[config.mk]
export PLATFORM = sky130hd
export DESIGN_NAME = stack_frame_seq
export DESIGN_NICKNAME = d
export VERILOG_FILES = /design/src/rtl/stack_frame_seq.sv
export SDC_FILE = /design/constraint.sdc
export NUM_CORES = 1
export LEC_CHECK = 0
export CORE_MARGIN = 2
export CORE_UTILIZATION = 25
export CTS_CLUSTER_DIAMETER = 100
export CTS_CLUSTER_SIZE = 14
export DETAILED_ROUTE_END_ITERATION = 10
export PLACE_DENSITY = 0.46
export SLEW_MARGIN = 20
export SYNTH_ARGS = -nofsm -noshare
export SYNTH_HDL_FRONTEND = slang
export SYNTH_SLANG_ARGS = --single-unit
[constraint.sdc]
create_clock -name clk -period 2.9 [get_ports clk]
set_input_delay 0.29 -clock clk [delete_from_list [all_inputs] [get_ports clk]]
set_output_delay 0.29 -clock clk [all_outputs]
set_load 0.05 [all_outputs]
[src/rtl/stack_frame_seq.sv]
module stack_frame_seq #(
  parameter int DW = 8
) (
  input  logic            clk,
  input  logic            rst_n,
  input  logic            cmd_valid,
  input  logic [2:0]      cmd_op,
  input  logic [2*DW-1:0] pc_in,
  input  logic [2*DW-1:0] ret_addr,
  input  logic [2*DW-1:0] vec_in,
  input  logic [DW-1:0]   sr_in,
  input  logic [DW-1:0]   acc_in,
  output logic            busy,
  output logic            push_en,
  output logic [DW-1:0]   push_byte,
  output logic            pop_en,
  input  logic            pop_ack,
  input  logic [DW-1:0]   pop_byte,
  output logic [2*DW-1:0] pc_out,
  output logic            pc_load,
  output logic [DW-1:0]   sr_out,
  output logic            sr_load,
  output logic [DW-1:0]   acc_out,
  output logic            acc_load,
  output logic            done
);
  localparam int AW = 2 * DW;
  localparam int SLOTS = 3;
  localparam logic [2:0] OP_CALL = 3'd0, OP_RET = 3'd1, OP_IRQ = 3'd2, OP_RTI = 3'd3,
                         OP_PHA = 3'd4, OP_PLA = 3'd5, OP_PHS = 3'd6, OP_PLS = 3'd7;

  typedef enum logic [2:0] {S_IDLE, S_PUSH, S_POPREQ, S_POPWAIT, S_FIN} state_t;

  state_t        state;
  logic [2:0]    op_q;
  logic [1:0]    idx, last;
  logic [DW-1:0] slot [SLOTS];
  logic [DW-1:0] ld   [SLOTS];
  logic [AW-1:0] vec_q;
  logic [1:0]    len_m1;

  assign len_m1 = cmd_op[2] ? 2'd0 : (cmd_op[1] ? 2'd2 : 2'd1);

  always_comb begin
    ld[0] = '0;
    ld[1] = '0;
    ld[2] = '0;
    case (cmd_op)
      OP_CALL: begin ld[0] = ret_addr[AW-1:DW]; ld[1] = ret_addr[DW-1:0]; end
      OP_IRQ:  begin ld[0] = pc_in[AW-1:DW]; ld[1] = pc_in[DW-1:0]; ld[2] = sr_in; end
      OP_PHA:  ld[0] = acc_in;
      OP_PHS:  ld[0] = sr_in;
      default: ;
    endcase
  end

  always_ff @(posedge clk) begin
    if (!rst_n) begin
      state <= S_IDLE;
      op_q  <= '0;
      idx   <= '0;
      last  <= '0;
      vec_q <= '0;
      for (int i = 0; i < SLOTS; i++) slot[i] <= '0;
    end else begin
      case (state)
        S_IDLE: if (cmd_valid) begin
          op_q  <= cmd_op;
          idx   <= '0;
          last  <= len_m1;
          vec_q <= vec_in;
          for (int i = 0; i < SLOTS; i++) slot[i] <= ld[i];
          state <= cmd_op[0] ? S_POPREQ : S_PUSH;
        end
        S_PUSH: begin
          idx <= idx + 2'd1;
          if (idx == last) state <= S_FIN;
        end
        S_POPREQ: state <= S_POPWAIT;
        S_POPWAIT: if (pop_ack) begin
          slot[idx] <= pop_byte;
          idx       <= idx + 2'd1;
          state     <= (idx == last) ? S_FIN : S_POPREQ;
        end
        default: state <= S_IDLE;
      endcase
    end
  end

  assign busy      = state != S_IDLE;
  assign push_en   = state == S_PUSH;
  assign push_byte = slot[idx];
  assign pop_en    = state == S_POPREQ;
  assign done      = state == S_FIN;

  assign pc_load  = done && (op_q == OP_RET || op_q == OP_IRQ || op_q == OP_RTI);
  assign sr_load  = done && (op_q == OP_RTI || op_q == OP_PLS);
  assign acc_load = done && (op_q == OP_PLA);

  assign pc_out  = (op_q == OP_IRQ) ? vec_q :
                   (op_q == OP_RTI) ? {slot[2], slot[1]} : {slot[1], slot[0]};
  assign sr_out  = slot[0];
  assign acc_out = slot[0];
endmodule

==> run metrics, run 1 <==
setup tns final=0 ns; Buffers on Ports=around 130; first-pass detailed-route iteration total=4; placed cell areas=4710 µm²; chip width=120 µm; R2R Path End=slot[0][2]; hold_buf cts=0; sequential element share of the synthesized area=0.451; Max clock buf depth=2; Worst-path clk slew=roughly 0.050 ns; Clock Skews=roughly 0.0057 ns; ys flop type=edfxtp_1; synth unique cells=37; CP startpoint kind=register; DRC Markers=0; WHS Path Cells=2; core box area=roughly 13,000 µm²; syn_area_per_cell=around 10 µm²; initial antenna violation count=0; drt total wl=approximately 11 mm; Async SR Flop Fraction=0; Nets=between 500 and 600; post-synthesis simple-gate area fraction=0.141; Setup Buffers After CTS=0; CTS resizes=0; EDFF count, synth=32; multiplexer area fraction after synthesis=0.177; initial DRC count=approximately 250; CTS root buffer=clkbuf_16; Sink Count=60; die area=14,400 µm²; Vias/cell=~4.6; Synth Area in Adders=0.0148; Syn Inst Count=327; Post-Synth XOR/XNOR Area=0.00519; Worst-Skew Late Latency=0.32 ns; final instance area=between 5000 and 6000 µm²; Max H-tree Level=3; largest net degree at the start of global routing=33; Yosys top cell area share=0.285; outcome=complete, no violations; CTS tree=built; hpwl dp=~8.5 mm; Setup CP Type=reg -> out; worst slew pin tran=slightly below 0.7 ns; syn_nets=410; unrepaired setup endpoints after global routing=no; most common cell in the netlist=nand2_1; Fill cells=~1,300; Syn. warnings=0; compound-cell area share of the yosys netlist=0.152; Min Clock Period, post-route=between 2 and 3 ns; Die Span Y=between 100 and 150 µm; Commonest cells post-synth=61 x nand2_1, 37 x mux2i_1, 32 x edfxtp_1; Max Cap Violations=0; CP Data Required Time=roughly 2.6 ns; area of the mapped netlist=3370 µm²; GR Layer Usage met1=0.216; grt ovf=0; main combinational cell family by area after synthesis=multiplexers; pwr/cell area=640 nW/µm²; Slew HR=0.540; vias=between 2,000 and 3,000; synthesis-to-finish area growth=49.1%; Crit Path Max Fanout=13; GP Congestion=between 0.8 and 0.9; GR peak layer=met2; CP Launch Point=state[1]; row count=between 40 and 50; final core area utilization=0.381; Wirelength per Cell=approximately 17 µm; flops & latches, synth=60; Hold Vio Cnt, Final=0; Initial Util=0.256; Final setup violation count=0; Inserted Clock Buffers=9; CP Capture Type=output pin; Tot GR Track Use=0.152; P_leak=between 1.5 and 2 nW; met3 usage=0.0342; FF-to-FF Start=state[1]; cell taking the most area after synthesis=edfxtp_1; arrival time worst endpoint=about 2.3 ns; first-pass GRT wire length=around 17 mm; Reg2Reg Depth=3; # IOs=~130; r2r setup slk=1.00 ns; Max Slew Vio Count=0; Synth area leaders=edfxtp_1 28%, dfxtp_1 17%, mux2i_1 11%; vias in the first global route=roughly 2,900; Worst Hold Class=reg -> reg; f_max=around 380 MHz; share of cells above drive strength 1=0.0950; Tcrit/Tclk final=0.905; maximum vdd drop=approximately 0.38 mV; # diodes=0; Setup crit end=acc_load; GR Util met2=0.225; ANT nets after route=0
==> critical path, cell delays in order, from the launching register on <==
cell and delay [ns]:
dfxtp_1 0.42, nor3_1 0.51, and4b_1 0.26, clkdlybuf4s50_1 0.81
==> flip-flops by register name, indices dropped and copies added (netlist names), named ones only <==
register / flops
op_q: 3
slot: 32
idx: 2
last: 2
vec_q: 16
state: 3
==> through the flow <==
step / hold WS [ns] / setup WS [ns] / instances / power (mW)
finish: 0.457 / 0.277 / 618 / 3.22
detailed placement: 0.450 / 0.491 / 602 / 2.12
global placement: 0.441 / 0.568 / 602 / 2.11
CTS: 0.458 / 0.262 / 618 / 3.24
global route: 0.468 / 0.122 / 618 / 3.36
floorplan: 0.389 / 0.0459 / 327 / 1.72
==> worst min-delay path by stage <==
| stage | startpoint | endpoint | slack [ns] |
|---|---|---|---|
| after floorplan | pop_byte[0] | slot[3][0] | 0.39 |
| after global placement | vec_q[6] | vec_q[6] | 0.44 |
| after detailed placement | vec_q[6] | vec_q[6] | 0.45 |
| after CTS | vec_q[6] | vec_q[6] | 0.46 |
| after global routing | vec_q[6] | vec_q[6] | 0.47 |
| final | vec_q[6] | vec_q[6] | 0.46 |
==> routing by layer <==
metal | up-vias | part of all wire
met3 | 11 | 0.071
met1 | 1307 | 0.47
li1 | 1415 | -
met2 | 107 | 0.44
met5 | - | 0
met4 | 0 | 0.016
==> power by group <==
| part | internal (mW) | leakage (nW) | switching, mW |
|---|---|---|---|
| clock | 0.748 | 0.155 | 0.378 |
| sequential | 0.985 | 0.560 | 0.0931 |
| combinational | 0.395 | 1.09 | 0.618 |
| total | 2.13 | 1.81 | 1.09 |
==> placed cells by master, fill, tap and decap left out, types with 6 or more instances in the layout <==
cell type	count
mux2i_1	37
buf_4	6
clkbuf_16	9
edfxtp_1	32
o21ai_0	18
mux4_2	10
a22o_1	17
o2bb2ai_1	7
a21oi_1	27
dfxtp_1	28
o22ai_1	8
nand2_1	61
clkdlybuf4s50_1	125
==> logic make-up (layout without fill, tap and decap cells) <==
kind of cell / Yosys count / after routing
AOI/OAI and AO/OA: 80 / 80
xor gates and xnor gates: 2 / 2
adders and majority gates: 4 / 4
buffers and inverters: 37 / 152
DFF: 60 / 60
muxes: 47 / 47
and+or+nand+nor: 97 / 97
==> area by class of cell <==
class	count	area, µm²	share of cell area
clock buffer	9	225	0.0448
clock inverter	7	91.3	0.0182
inverter	5	18.8	0.00373
multi-input combinational	230	1660	0.329
sequential	60	1520	0.302
tap	176	220	0.0438
timing repair buffer	131	1300	0.258
Power figures use the tool's default switching activity.
==> run 2, diff against run 1 <==
--- a/config.mk
+++ b/config.mk
@@ -10,7 +10,8 @@
 export CTS_CLUSTER_DIAMETER = 100
 export CTS_CLUSTER_SIZE = 14
 export DETAILED_ROUTE_END_ITERATION = 10
-export PLACE_DENSITY = 0.46
+export DONT_BUFFER_PORTS = 1
+export PLACE_DENSITY = 0.34
 export SLEW_MARGIN = 20
 export SYNTH_ARGS = -nofsm -noshare
 export SYNTH_HDL_FRONTEND = slang
==> run metrics, run 2 (synthesized netlist as in run 1, its figures left out) <==
outcome=complete, no violations (unchanged); Die Span Y=120 µm (unchanged); vias in the first global route=2,527 (was 2,900); maximum vdd drop=0.269 mV (was 0.382 mV); setup tns final=0 ns (unchanged); Vias/cell=4.81 (was 4.60); unrepaired setup endpoints after global routing=no (unchanged); WHS Path Cells=0 (was 2); die area=14,400 µm² (unchanged); most frequent cells in the layout=61 x nand2_1, 37 x mux2i_1, 32 x buf_4, 32 x edfxtp_1, 28 x dfxtp_1 (was 125 x clkdlybuf4s50_1, 61 x nand2_1, 37 x mux2i_1); CTS tree=built (unchanged); Setup Buffers After CTS=0 (unchanged); Sink Count=60 (unchanged); Wirelength per Cell=19.4 µm (was 17.2 µm); chip width=120 µm (unchanged); max reg flops=32 (unchanged); worst slew pin tran=0.855 ns (was 0.688 ns); vias=2,494 (was 2,840); Max clock buf depth=2 (unchanged); largest net degree at the start of global routing=33 (unchanged); Tot GR Track Use=0.143 (was 0.152); Nets=421 (was 520); Fill cells=1,380 (was 1,316); Reg2Reg Depth=3 (unchanged); Hold EP=slot[3][5] (was vec_q[6]); initial antenna violation count=0 (unchanged); Initial Util=0.256 (unchanged); pwr/cell area=766 nW/µm² (was 640 nW/µm²); Setup CP Type=reg -> out (unchanged); Worst-Skew Late Latency=0.32 ns (about the same); hpwl dp=8.18 mm (was 8.53 mm); GP Congestion=0.760 (was 0.817); P_leak=1.47 nW (was 1.81 nW); # IOs=126 (unchanged); Max H-tree Level=3 (unchanged); grt ovf=0 (unchanged); Tcrit/Tclk final=0.708 (was 0.905); Max Cap Violations=0 (unchanged); FF-to-FF Start=state[1] (unchanged); Inserted Clock Buffers=9 (unchanged); # diodes=0 (unchanged); Largest Register=slot (unchanged); total power=3.06 mW (was 3.22 mW); Hold Vio Cnt, Final=0 (unchanged); Slew HR=0.427 (was 0.540); first-pass detailed-route iteration total=5 (was 4); R2R Path End=slot[0][5] (was slot[0][2]); row count=42 (unchanged); CP Data Required Time=2.61 ns (about the same); Worst Hold Launch=pop_byte[5] (was vec_q[6]); Max Slew Vio Count=0 (unchanged); CP startpoint kind=register (unchanged); Final setup violation count=0 (unchanged); Crit Path Max Fanout=13 (unchanged); CTS resizes=0 (unchanged); arrival time worst endpoint=1.76 ns (was 2.33 ns); initial DRC count=117 (was 245); synthesis-to-finish area growth=18.5% (was 49.1%); biggest regs=slot (32), vec_q (16) (unchanged); r2r setup slk=1.00 ns (about the same); first-pass GRT wire length=15.4 mm (was 16.7 mm); ANT nets after route=0 (unchanged); Worst-path clk slew=0.05 ns (about the same); Buffers on Ports=0 (was 125); Clock Skews=0.00727 ns (was 0.00573 ns); f_max=487 MHz (was 381 MHz); Worst Hold Class=in -> reg (was reg -> reg); commonest non-fill, non-tap cell in the layout=nand2_1 (was clkdlybuf4s50_1); CTS root buffer=clkbuf_16 (unchanged); Min Clock Period, post-route=2.05 ns (was 2.62 ns); CP Capture Type=output pin (unchanged); DRC Markers=0 (unchanged); core box area=13,200 µm² (unchanged); drt total wl=10.1 mm (was 10.6 mm); share of cells above drive strength 1=0.195 (was 0.0950); hold_buf cts=0 (unchanged); final core area utilization=0.303 (was 0.381)
-- run 2: cell count changes in the layout (fill, tap and decap cells not counted), moves of 2 or more --
cell / previous run / this run
clkinv_2: 3 / 1
o21ai_1: 0 / 16
clkinv_1: 0 / 2
o21ai_0: 18 / 2
clkdlybuf4s50_1: 125 / 0
buf_4: 6 / 32
-- run 2: worst max-delay path by stage --
| stage | start | endpoint | slack, ns | cells past startpoint |
|---|---|---|---|---|
| 2_1_floorplan | state[1] | pc_load | 0.05 | 3 |
| 4_1_cts | state[2] | acc_load | 0.82 | 4 |
| 3_5_place_dp | state[0] | slot[0][1] | 1.02 | 3 |
| 3_3_place_gp | state[0] | slot[0][0] | 0.99 | 3 |
| 6_report | state[1] | acc_load | 0.85 | 3 |
| 5_1_grt | state[2] | acc_load | 0.73 | 4 |
-- run 2: worst max-delay path, cell delays in order (launching register included) --
cell     delay (ns)
dfxtp_1        0.43
nor3_2         0.22
buf_4          0.24
and4b_1        0.54
-- run 2: final cells by class --
type	count	area [µm²]	area share
clock inverter	6	103	0.0257
multi-input combinational	230	1670	0.417
tap	176	220	0.0551
timing repair buffer	32	240	0.0601
inverter	5	18.8	0.00469
clock buffer	10	229	0.0573
sequential	60	1520	0.380
-- run 2: per-layer routing --
layer / vias up / track usage / routed length (µm) / part of all wire
met5: - / 0 / 0 / 0
met4: 0 / 0.0404 / 102 / 0.010
met3: 8 / 0.0342 / 628 / 0.062
met2: 104 / 0.214 / 4460 / 0.44
met1: 1170 / 0.205 / 4900 / 0.49
li1: 1212 / - / - / -
-- run 2: metrics by stage --
stage | std cells | setup WS [ns] | hold WS, ns | area (µm²)
finish | 519 | 0.848 | 0.0667 | 4000
floorplan | 327 | 0.0459 | 0.389 | 3380
global placement | 503 | 0.989 | 0.389 | 3670
global route | 519 | 0.725 | 0.0501 | 4000
detailed placement | 503 | 1.02 | 0.389 | 3670
CTS | 519 | 0.821 | 0.0479 | 4000
-- run 2: power breakdown --
part	leakage (nW)	switching, mW	internal, mW
clock network	0.162	0.357	0.831
logic	0.752	0.567	0.225
registers	0.560	0.0996	0.986
==> run 3, diff against run 2 <==
==> constraint.sdc (replaced) <==
create_clock -name clk -period 2.13 [get_ports clk]
set_input_delay 0.213 -clock clk [delete_from_list [all_inputs] [get_ports clk]]
set_output_delay 0.213 -clock clk [all_outputs]
set_load 0.05 [all_outputs]
==> run metrics, run 3 (synthesized netlist as in run 1, its figures left out) <==
Max Cap Violations=0 (unchanged); CP startpoint kind=register (unchanged); pwr/cell area=940 nW/µm² (was 766 nW/µm²); Worst-path clk slew=0.05 ns (about the same); Setup Buffers After CTS=0 (unchanged); CTS tree=built (unchanged); vias in the first global route=2,562 (was 2,527); # IOs=126 (unchanged); share of cells above drive strength 1=0.199 (was 0.195); Clock Skews=0.00784 ns (was 0.00727 ns); Sink Count=60 (unchanged); worst slew pin tran=0.504 ns (was 0.855 ns); Largest Register=slot (unchanged); outcome=complete, no violations (unchanged); arrival time worst endpoint=1.90 ns (was 1.76 ns); Max H-tree Level=3 (unchanged); CP Data Required Time=2.12 ns (was 2.61 ns); P_leak=1.51 nW (was 1.47 nW); CTS root buffer=clkbuf_16 (unchanged); Setup CP Type=reg -> reg (was reg -> out); initial antenna violation count=0 (unchanged); kind of cell adding the most delay to the critical path=simple AND/OR/NAND/NOR gates (unchanged); Die Span Y=120 µm (unchanged); worst path cell trace=and4_4, and2_1, or3_1 (was nor3_2, buf_4, and4b_1); max reg flops=32 (unchanged); GP Congestion=0.747 (was 0.760); biggest regs=slot (32), vec_q (16) (unchanged); Worst Hold Class=in -> reg (unchanged); ANT nets after route=0 (unchanged); Slew HR=0.664 (was 0.427); Crit Path Max Fanout=13 (unchanged); row count=42 (unchanged); Tot GR Track Use=0.144 (was 0.143); first-pass detailed-route iteration total=4 (was 5); Vias/cell=4.79 (was 4.81); initial DRC count=119 (was 117); Max Slew Vio Count=0 (unchanged); Largest stage delay, worst path=0.58 ns (was 0.54 ns); CTS resizes=0 (unchanged); die area=14,400 µm² (unchanged); maximum vdd drop=0.362 mV (was 0.269 mV); synthesis-to-finish area growth=21.6% (was 18.5%); vias=2,554 (was 2,494); CP Buf/Inv Count=0 (was 1); hold_buf cts=10 (was 0); slowest cell on the critical path=dfxtp_1 (was and4b_1); hpwl dp=8.12 mm (was 8.18 mm); placed cell count=507 (was 503); DRC Markers=0 (unchanged); Wirelength per Cell=19.4 µm (about the same); commonest non-fill, non-tap cell in the layout=nand2_1 (unchanged); first-pass GRT wire length=15.6 mm (was 15.4 mm); Worst-Skew Late Latency=0.32 ns (about the same); Inserted Clock Buffers=9 (unchanged); f_max=~520 MHz; Final setup violation count=0 (unchanged); chip width=120 µm (unchanged); most frequent cells in the layout=61 x nand2_1, 37 x mux2i_1, 33 x buf_4 (was 61 x nand2_1, 37 x mux2i_1, 32 x buf_4, 32 x edfxtp_1, 28 x dfxtp_1); Nets=435 (was 421); Buffers on Ports=0 (unchanged); Tcrit/Tclk final=0.898; drt total wl=10.3 mm (was 10.1 mm); Initial Util=0.256 (unchanged); core box area=13,200 µm² (unchanged); Fill cells=1,389 (was 1,380); setup tns final=0 ns (unchanged); Min Clock Period, post-route=approximately 1.9 ns; unrepaired setup endpoints after global routing=no (unchanged); grt ovf=0 (unchanged); Hold Vio Cnt, Final=0 (unchanged); largest net degree at the start of global routing=33 (unchanged); Max clock buf depth=2 (unchanged); CP Capture Type=register (was output pin); # diodes=0 (unchanged); Layout Cells excl Fill=533 (was 519)
==> run 3: cell types whose count changed in the layout (fill, tap and decap cells not counted) <==
cell / before / now
clkbuf_1: 1 / 2
dlygate4sd3_1: 0 / 10
buf_12: 0 / 3
nor3b_2: 2 / 1
buf_4: 32 / 33
clkinv_1: 2 / 1
clkinvlp_4: 0 / 2
clkinv_2: 1 / 2
bufinv_16: 3 / 0
nor3b_4: 0 / 1
==> run 3: layout make-up <==
class	count	area [µm²]	area share
clock buffers	11	233	0.0567
flip-flops and latches	60	1520	0.371
inverters	5	18.8	0.00457
clock inverters	5	28.8	0.00701
well taps	176	220	0.0537
multi-input cells	230	1670	0.408
repair buffers	46	408	0.0994
==> run 3: where the power goes <==
| part | switching, mW | internal, mW | total (mW) |
|---|---|---|---|
| registers | 0.120 | 1.34 | 1.46 |
| clock network | 0.489 | 0.778 | 1.27 |
| logic | 0.798 | 0.328 | 1.13 |
==> run 3: worst paths after layout <==
path / start / end / slack, ns / depth (start not counted)
setup / recovery: state[1] / slot[0][5] / 0.22 / 3
hold / removal: rst_n / state[0] / 0.03 / 2
setup reg to reg: state[1] / slot[0][5] / 0.22 / 3
hold reg to reg: vec_q[6] / vec_q[6] / 0.45 / 2
==> run 3: through the flow <==
stage	util	setup slack [ns]	area [µm²]	hold slack, ns	power, mW
floorplan	-	0.0142	3390	0.312	2.35
global route	0.311	0.0833	4100	0.0230	4.03
global placement	0.284	0.234	3740	0.312	2.61
CTS	0.311	0.169	4100	0.0162	3.91
detailed placement	0.284	0.224	3740	0.312	2.61
finish	0.311	0.217	4100	0.0267	3.86
==> run 3: layer usage <==
| layer | vias up | wire length, µm | track usage |
|---|---|---|---|
| li1 | 1238 | - | - |
| met1 | 1210 | 4980 | 0.205 |
| met2 | 100 | 4630 | 0.215 |
| met3 | 6 | 685 | 0.0442 |
| met4 | 0 | 48 | 0.0309 |
| met5 | - | 0 | 0 |
